==> src/rtl/adc_fe_pkg.sv <==
package adc_fe_pkg;
  localparam int BUS_AW = 2;
  localparam int DW     = 8;
  localparam int CHW    = 3;

  localparam logic [BUS_AW-1:0] A_CSR  = 2'd0;
  localparam logic [BUS_AW-1:0] A_DATA = 2'd1;
  localparam logic [BUS_AW-1:0] A_AMP  = 2'd2;

  // enum value is the divider terminal count (divide ratio minus one)
  typedef enum logic [1:0] {
    DIV_BY1 = 2'd0,
    DIV_BY2 = 2'd1,
    DIV_BY4 = 2'd3
  } div_sel_e;

  function automatic div_sel_e pick_div(input logic slow, input logic speed);
    if (slow)       return DIV_BY4;
    else if (speed) return DIV_BY1;
    else            return DIV_BY2;
  endfunction
endpackage

==> src/rtl/adc_fe_clkdiv.sv <==
module adc_fe_clkdiv
  import adc_fe_pkg::*;
(
  input  logic     clk,
  input  logic     rst_n,
  input  logic     run,
  input  logic     restart,
  input  div_sel_e div_sel,
  output logic     tick
);
  logic [1:0] cnt_q, cnt_d;
  logic       at_lim;

  assign at_lim = (cnt_q >= 2'(div_sel));
  assign tick   = run && !restart && at_lim;

  always_comb begin
    if (!run || restart) cnt_d = '0;
    else if (at_lim)     cnt_d = '0;
    else                 cnt_d = cnt_q + 2'd1;
  end

  always_ff @(posedge clk or negedge rst_n) begin
    if (!rst_n) cnt_q <= '0;
    else        cnt_q <= cnt_d;
  end
endmodule

==> src/rtl/adc_fe_seq.sv <==
module adc_fe_seq #(
  parameter int CONV_CYCLES = 14
) (
  input  logic clk,
  input  logic rst_n,
  input  logic start,
  input  logic kill,
  input  logic tick,
  output logic busy,
  output logic done
);
  localparam int CW = (CONV_CYCLES > 2) ? $clog2(CONV_CYCLES) : 1;
  localparam logic [CW-1:0] LAST = CW'(CONV_CYCLES - 1);

  logic          busy_q, busy_d;
  logic [CW-1:0] cyc_q, cyc_d;

  assign busy = busy_q;
  assign done = busy_q && tick && (cyc_q == LAST) && !start && !kill;

  always_comb begin
    busy_d = busy_q;
    cyc_d  = cyc_q;
    if (start) begin
      busy_d = 1'b1;
      cyc_d  = '0;
    end else if (kill) begin
      busy_d = 1'b0;
      cyc_d  = '0;
    end else if (busy_q && tick) begin
      if (cyc_q == LAST) begin
        busy_d = 1'b0;
        cyc_d  = '0;
      end else begin
        cyc_d = cyc_q + 1'b1;
      end
    end
  end

  always_ff @(posedge clk or negedge rst_n) begin
    if (!rst_n) begin
      busy_q <= 1'b0;
      cyc_q  <= '0;
    end else begin
      busy_q <= busy_d;
      cyc_q  <= cyc_d;
    end
  end

  assert_restart_busy_R8: assert property (@(posedge clk) disable iff (!rst_n)
    start |=> busy_q);
  assert_kill_idle_R9: assert property (@(posedge clk) disable iff (!rst_n)
    kill |=> !busy_q);
endmodule

==> src/rtl/adc_fe_regs.sv <==
module adc_fe_regs
  import adc_fe_pkg::*;
(
  input  logic              clk,
  input  logic              rst_n,
  input  logic [BUS_AW-1:0] bus_addr,
  input  logic              bus_wr,
  input  logic              bus_rd,
  input  logic [DW-1:0]     bus_wdata,
  output logic [DW-1:0]     bus_rdata,
  input  logic              done,
  input  logic [DW-1:0]     sample_in,
  output logic              csr_wr,
  output logic [CHW-1:0]    chan,
  output logic              speed,
  output logic              slow,
  output logic              ampsel
);
  logic           flag_q, flag_d;
  logic           speed_q, speed_d;
  logic           en_q, en_d;
  logic [CHW-1:0] ch_q, ch_d;
  logic           slow_q, slow_d;
  logic           amp_q, amp_d;
  logic [DW-1:0]  data_q, data_d;
  logic           amp_wr, data_rd;
  logic           unused_wbits;

  assign unused_wbits = ^{bus_wdata[7], bus_wdata[4:3], bus_wdata[1:0]};
  assign csr_wr  = bus_wr && (bus_addr == A_CSR);
  assign amp_wr  = bus_wr && (bus_addr == A_AMP);
  assign data_rd = bus_rd && (bus_addr == A_DATA);

  always_comb begin
    speed_d = speed_q;
    en_d    = en_q;
    ch_d    = ch_q;
    slow_d  = slow_q;
    amp_d   = amp_q;
    data_d  = data_q;
    flag_d  = flag_q;
    if (csr_wr) begin
      speed_d = bus_wdata[6];
      en_d    = bus_wdata[5];
      ch_d    = bus_wdata[2:0];
    end
    if (amp_wr) begin
      slow_d = bus_wdata[3];
      amp_d  = bus_wdata[2];
    end
    if (done) data_d = sample_in;
    if (csr_wr)       flag_d = 1'b0;
    else if (done)    flag_d = 1'b1;
    else if (data_rd) flag_d = 1'b0;
  end

  always_ff @(posedge clk or negedge rst_n) begin
    if (!rst_n) begin
      flag_q  <= 1'b0;
      speed_q <= 1'b0;
      en_q    <= 1'b0;
      ch_q    <= '0;
      slow_q  <= 1'b0;
      amp_q   <= 1'b0;
      data_q  <= '0;
    end else begin
      flag_q  <= flag_d;
      speed_q <= speed_d;
      en_q    <= en_d;
      ch_q    <= ch_d;
      slow_q  <= slow_d;
      amp_q   <= amp_d;
      data_q  <= data_d;
    end
  end

  always_comb begin
    unique case (bus_addr)
      A_CSR:   bus_rdata = {flag_q, speed_q, en_q, 2'b00, ch_q};
      A_DATA:  bus_rdata = data_q;
      A_AMP:   bus_rdata = {4'b0000, slow_q, amp_q, 2'b00};
      default: bus_rdata = '0;
    endcase
  end

  assign chan   = ch_q;
  assign speed  = speed_q;
  assign slow   = slow_q;
  assign ampsel = amp_q;

  assert_wr_clears_flag_R7: assert property (@(posedge clk) disable iff (!rst_n)
    csr_wr |=> !flag_q);
  assert_rd_clears_flag_R6: assert property (@(posedge clk) disable iff (!rst_n)
    (data_rd && !done && !csr_wr) |=> !flag_q);
  assert_done_sets_flag_R4: assert property (@(posedge clk) disable iff (!rst_n)
    done |=> flag_q);
  assert_data_held_R9: assert property (@(posedge clk) disable iff (!rst_n)
    !done |=> $stable(data_q));
endmodule

==> src/rtl/adc_seq_frontend.sv <==
module adc_seq_frontend
  import adc_fe_pkg::*;
#(
  parameter int CONV_CYCLES = 14
) (
  input  logic              clk,
  input  logic              rst_n,
  input  logic [BUS_AW-1:0] bus_addr,
  input  logic              bus_wr,
  input  logic              bus_rd,
  input  logic [DW-1:0]     bus_wdata,
  output logic [DW-1:0]     bus_rdata,
  input  logic [DW-1:0]     sample_in,
  output logic [CHW-1:0]    chan_sel,
  output logic              amp_sel,
  output logic              conv_busy,
  output logic              conv_tick
);
  logic [1:0] rst_sync_q;
  logic       rst_int_n;
  logic       csr_wr, start, kill, done, busy, tick;
  logic       speed, slow;
  div_sel_e   div_sel;

  always_ff @(posedge clk or negedge rst_n) begin
    if (!rst_n) rst_sync_q <= 2'b00;
    else        rst_sync_q <= {rst_sync_q[0], 1'b1};
  end
  assign rst_int_n = rst_sync_q[1];

  assign start   = csr_wr && bus_wdata[5];
  assign kill    = csr_wr && !bus_wdata[5];
  assign div_sel = pick_div(slow, speed);

  adc_fe_regs u_regs (
    .clk       (clk),
    .rst_n     (rst_int_n),
    .bus_addr  (bus_addr),
    .bus_wr    (bus_wr),
    .bus_rd    (bus_rd),
    .bus_wdata (bus_wdata),
    .bus_rdata (bus_rdata),
    .done      (done),
    .sample_in (sample_in),
    .csr_wr    (csr_wr),
    .chan      (chan_sel),
    .speed     (speed),
    .slow      (slow),
    .ampsel    (amp_sel)
  );

  adc_fe_clkdiv u_div (
    .clk     (clk),
    .rst_n   (rst_int_n),
    .run     (busy),
    .restart (csr_wr),
    .div_sel (div_sel),
    .tick    (tick)
  );

  adc_fe_seq #(.CONV_CYCLES(CONV_CYCLES)) u_seq (
    .clk   (clk),
    .rst_n (rst_int_n),
    .start (start),
    .kill  (kill),
    .tick  (tick),
    .busy  (busy),
    .done  (done)
  );

  assign conv_busy = busy;
  assign conv_tick = tick;
endmodule

==> config.mk <==
export PLATFORM = sky130hd
export DESIGN_NAME = adc_seq_frontend
export DESIGN_NICKNAME = d
export VERILOG_FILES = /design/src/rtl/adc_fe_pkg.sv /design/src/rtl/adc_fe_clkdiv.sv /design/src/rtl/adc_fe_seq.sv /design/src/rtl/adc_fe_regs.sv /design/src/rtl/adc_seq_frontend.sv
export SDC_FILE = /design/constraint.sdc
export NUM_CORES = 1
export LEC_CHECK = 0
export BUFFER_PORTS_ARGS = -buffer_cell sky130_fd_sc_hd__buf_2
export CORE_MARGIN = 2
export CORE_UTILIZATION = 40
export DETAILED_ROUTE_END_ITERATION = 8
export GPL_TIMING_DRIVEN = 0
export SYNTH_ARGS = -nofsm -noshare
export SYNTH_HDL_FRONTEND = slang
export SYNTH_SLANG_ARGS = --single-unit
==> constraint.sdc <==
create_clock -name clk -period 3.76 [get_ports clk]
set_input_delay 0.564 -clock clk [delete_from_list [all_inputs] [get_ports clk]]
set_output_delay 0.564 -clock clk [all_outputs]
set_load 0.05 [all_outputs]
# == Yosys cells after proc, flatten, opt, wreduce, memory -nomap -nowiden ==
# Index checks and enable logic that the tools add are counted.
# op_classes
add_sub_neg,2
n_lt_le_gt_ge,1
n_eq_ne,3
n_mux,16
n_reduce_logical,22
# op_table
cell,count
$pmux W8 S3,1
$mux W4,4
$logic_and A1 B1 Y1,11
$reduce_bool A3 Y1,3
$mux W1,8
$mux W2,3
$logic_not A1 Y1,5
$add A4 B1 Y4 const B,1
$eq A4 B4 Y1 const B,1
$add A2 B1 Y2 const B,1
$eq A2 B1 Y1 const B,1
$eq A2 B2 Y1 const B,1
$ge A2 B2 Y1,1
$logic_not A2 Y1,1
$reduce_and A2 Y1,1
$logic_or A1 B1 Y1,1
# totals
register_bits,25
in_bits,22
out_inout_bits,14
wordCells,55

# == Logic depth before layout (Yosys ltp) ==
# logic_depth
ltp_word,11
ltp_mapped,7
depth_no_buf,7

# == Hierarchy ==
# Synthesis repeated with hierarchy kept, for this count alone.
# hier_totals
hier_cells,103
hier_area_um2,1241.2
# modules_own_cells
module,n_inst,cells_each,area_each_um2,seq_area_each_um2
adc_fe_regs,1,55,748.2,400.4
adc_fe_seq,1,30,282.8,125.1
adc_fe_clkdiv,1,12,133.9,50.0
adc_seq_frontend,1,6,76.3,50.0

# == Worst setup path after synthesis ==
# No wires, ideal clock.
# synth_path
kind,in2out
from,input port bus_addr[0]
to,output port bus_rdata[2]
arrival_ns,1.976
required_ns,3.196
path_slack_ns,1.220
path_stages,3
path_buffers,1
path_cell_list,buf_2 -> mux2i_1 -> o21ai_0
# synth_via
elab_chain_len,2
word_cells_on_any_way,4
cone_classes,2 x eq/ne; 1 x mux; 1 x reduce/logical
# synth_lines
item,line_no,source
"start, declared",adc_seq_frontend.sv:8,"input logic [BUS_AW-1:0] bus_addr,"
"$eq A2 B2 Y1, or another cell as far along",adc_fe_regs.sv:78,unique case (bus_addr)
$pmux W8 S3 (*),adc_fe_regs.sv:78,
"end, declared",adc_seq_frontend.sv:12,"output logic [DW-1:0] bus_rdata,"
# Every way passes the cells marked *; elsewhere a longest branch is shown, timed or not.

# == Worst setup path in the final report ==
# layout_path
from,"register u_regs.slow_q, in the netlist u_regs.slow"
to,output port conv_tick
# layout_via
elab_chain_len,3
# layout_lines
item,line_no,source
"start, declared",adc_fe_regs.sv:23,"logic slow_q, slow_d;"
"start signal, assigned",adc_fe_regs.sv:71,slow_q <= slow_d;
$mux W2,adc_fe_pkg.sv:18,if (slow) return DIV_BY4;
$ge A2 B2 Y1,adc_fe_clkdiv.sv:14,assign at_lim = (cnt_q >= 2'(div_sel));
$logic_and A1 B1 Y1,adc_fe_clkdiv.sv:15,assign tick = run && !restart && at_lim;
"end, declared",adc_seq_frontend.sv:17,output logic conv_tick
# Every way passes these cells.

==> results.md <==
* Critical path origin: u_regs.slow$_DFFE_PN0P_
* Drt first pass iters at 4
* Worst Skew at 16.5 ps
* Seq/Total Area, Yosys at 50.9%
* Clock transition at path regs at 150 ps
* Worst IR drop on VDD at 0.275 mV
* Mapped Cells at 116
* Setup crit end kind: primary output
* Crit start category: register
* Detailed Place HPWL at around 1800 µm
* Total number of yosys warnings at 0
* Period utilization at 70.2%
* FMAX at 379 MHz
* Drt drc at 0
* Final min period at 2640 ps
* Top FF cell, synth: dfrtp_1
* Die width at 59.4 µm
* GP Congestion at 0.778
* Net count after synthesis at between 100 and 150
* Final ANT Viol Nets at 0
* # clock sinks at 25
* DP Cell Count at 182
* Vias in the first global route at 922
* Crit path cell chain: inv_1 > nand2_1 > ha_1 > nand2b_1 > a21oi_1 > nor2_1 > buf_2
* Final hold violations at 0
* Leakage at 0.000769 µW
* Final nets at 181
* WP data arrival at 2070 ps
* Worst slew margin at roughly 38%
* Reg2reg start: u_regs.slow$_DFFE_PN0P_
* Initial antenna violation count at 0
* Worst Min Path Start: rst_sync_q[0]$_DFF_PN0_
* Area Growth Syn to Fin at 20.1%
* Crit Path Max Fanout at 4
* Clk root buf: clkbuf_4
* Largest net degree at the start of global routing at 24
* Ant diodes at 0
* Post-CTS Resized at 0
* Vias per cell at 5.09
* DIE HEIGHT at 59.4 µm
* Vias at 951
* Num CTS Buffers at 3
* # setup viols final at 0
* Grt ovf at 0
* Netlist cell types at 29
* Fin Setup TNS at 0 ps
* Register bit total from synthesis at 25
* Core area at approximately 0.0030 mm²
* Gr usage total at between 15 and 20%
* CTS tree: yes
* Post-CTS Setup Inserts at 0
* RSZ-0062 raised after global routing: false
* Asr flop ratio synth at 100%
* Slowest CP cell: dfrtp_1
* Max Cap Violations at 0
* I/O Buffers at 33
* Slowest cell delay on critical path at 430 ps
* Synthesized area at approximately 0.0012 mm²
* Status: finished, final reports clean
* CP required at 3200 ps
* DRT iter0 DRCs at 14
* Most frequent cells in the layout: 34 x buf_2, 25 x dfrtp_1, 20 x nand2_1
* Worst-Margin Slew at 932 ps
* Post-DR wirelength/cell at 12.9 µm
* Starting Density at between 40% and 50%
* Cell row count at 20
* Global-route wire length before repair at 4110 µm
* Mapped Avg Cell Area at 10.6 µm²
* IO Count at 36
* Crit path kind: reg -> out
* Pwr/cell area at 456 mW/mm²
* Clock latency on the worst-skew pair at approximately 330 ps
* Layout cells sized above 1 at about 34%
* Pwr Total at 672 µW
* Commonest non-fill, non-tap cell in the layout: buf_2
* Final Max Tran Viols at 0
* Final std cells w/o fill at approximately 190
* Number of flops mapped to enable cells by yosys at 0
* Die ar. at 0.00353 mm²
* CTS Buffer Depth at 2
* H-tree depth at 1
* Path type of the worst min-delay path: reg -> reg
* Final WL at between 2000 and 2500 µm
where the power goes:
| group | leakage (µW) | switching, µW | total, µW | internal [µW] |
|---|---|---|---|---|
| Sequential | 0.000329 | 34.5 | 335 | 301 |
| Combinational | 0.000426 | 139 | 214 | 75.1 |
| Clock | 0.0000139 | 82.1 | 123 | 40.7 |
| Total | 0.000769 | 255 | 672 | 417 |
routing by layer:
layer  routed length, µm  GRT usage [%]  vias up
li1                    -              -      476
met1                1190           21.4      452
met2                1110           25.3       19
met3                  95           1.97        4
met4                  27           6.82        0
met5                   0              0        -
synth_stat cells (all sizes together) (2+ instances only):
library cell | n | area (µm²)
a21oi | 7 | 35.0
clkbuf | 2 | 11.3
dfrtp | 25 | 626
ha | 4 | 50.1
inv | 3 | 11.3
mux2 | 10 | 113
mux2i | 6 | 60.1
nand2 | 21 | 86.3
nand3 | 2 | 10.0
nand3b | 4 | 30.0
nor2 | 9 | 33.8
nor2b | 2 | 12.5
nor3 | 3 | 26.3
nor3b | 2 | 20.0
o21ai | 5 | 25.0
o31ai | 2 | 15.0
sequential cells by signal, indices dropped and copies added, names as in the netlist:
| signal | cells |
|---|---|
| u_regs.slow | 1 |
| u_seq.busy | 1 |
| u_regs.data_q | 8 |
| u_regs.ampsel | 1 |
| u_regs.flag_q | 1 |
| u_seq.cyc_q | 4 |
| rst_sync_q | 2 |
| u_regs.speed | 1 |
| u_regs.en_q | 1 |
| u_div.cnt_q | 2 |
| u_regs.chan | 3 |
path summary, 6_finish.rpt:
check	end	slack, ps	cells after the start
max in group asynchronous	u_regs.chan[2]$_DFFE_PN0P_	2780	0
worst max register to register	u_regs.data_q[2]$_DFFE_PN0P_	1610	7
worst min register to register	rst_sync_q[1]$_DFF_PN0_	380	0
worst max-delay path	conv_tick	1120	7
worst min-delay path	rst_sync_q[1]$_DFF_PN0_	380	0
min in group asynchronous	u_regs.chan[0]$_DFFE_PN0P_	400	0
worst max-delay path: cells and delay by family (launching register included):
kind                       cells  cell delay (ps)
AOI/OAI and AO/OA              1              400
DFF                            1              430
adders and majority gates      1              280
and+or+nand+nor                3              320
buffers and inverters          2              320
per-stage QoR:
stage                     hold slack (ps)  instance area (µm²)  util, %  setup slack, ps
after global placement                342                 1440     48.2             1500
after floorplan                       268                 1230        -             1220
after detailed placement              336                 1440     48.2             1510
after CTS                             379                 1480     49.5             1120
after global routing                  396                 1480     49.5              958
final                                 378                 1480     49.5             1120
kinds of logic (layout without fill, tap and decap cells):
kind of cell / Yosys count / count (layout) / share of synthesized area (%)
AND/OR/NAND/NOR: 46 / 46 / 19.6
multiplexers: 16 / 16 / 14.1
adder cells (fa/ha/maj): 4 / 4 / 4.07
flip-flops: 25 / 25 / 50.9
XOR/XNOR: 1 / 1 / 0.713
AO/OA/AOI/OAI: 17 / 17 / 8.15
other: 1 / 1 / 0.305
buffers and inverters: 6 / 44 / 2.24
area by class of cell:
cell class / instances / area, µm²
plain buffers: 3 / 16.3
fillers: 285 / 1500
repair buffers: 34 / 175
well taps: 33 / 41.3
clock inverters: 1 / 7.51
multi-input cells: 85 / 576
clock buffers: 3 / 22.5
flip-flops and latches: 25 / 626
inverters: 3 / 11.3
repair_timing:
item                       in CTS  in global routing
setup endpoints to repair       0                  0
hold buffers                    1                  0
hold endpoints to repair        2                  0
No activity file was read; power rests on OpenSTA's default activity.
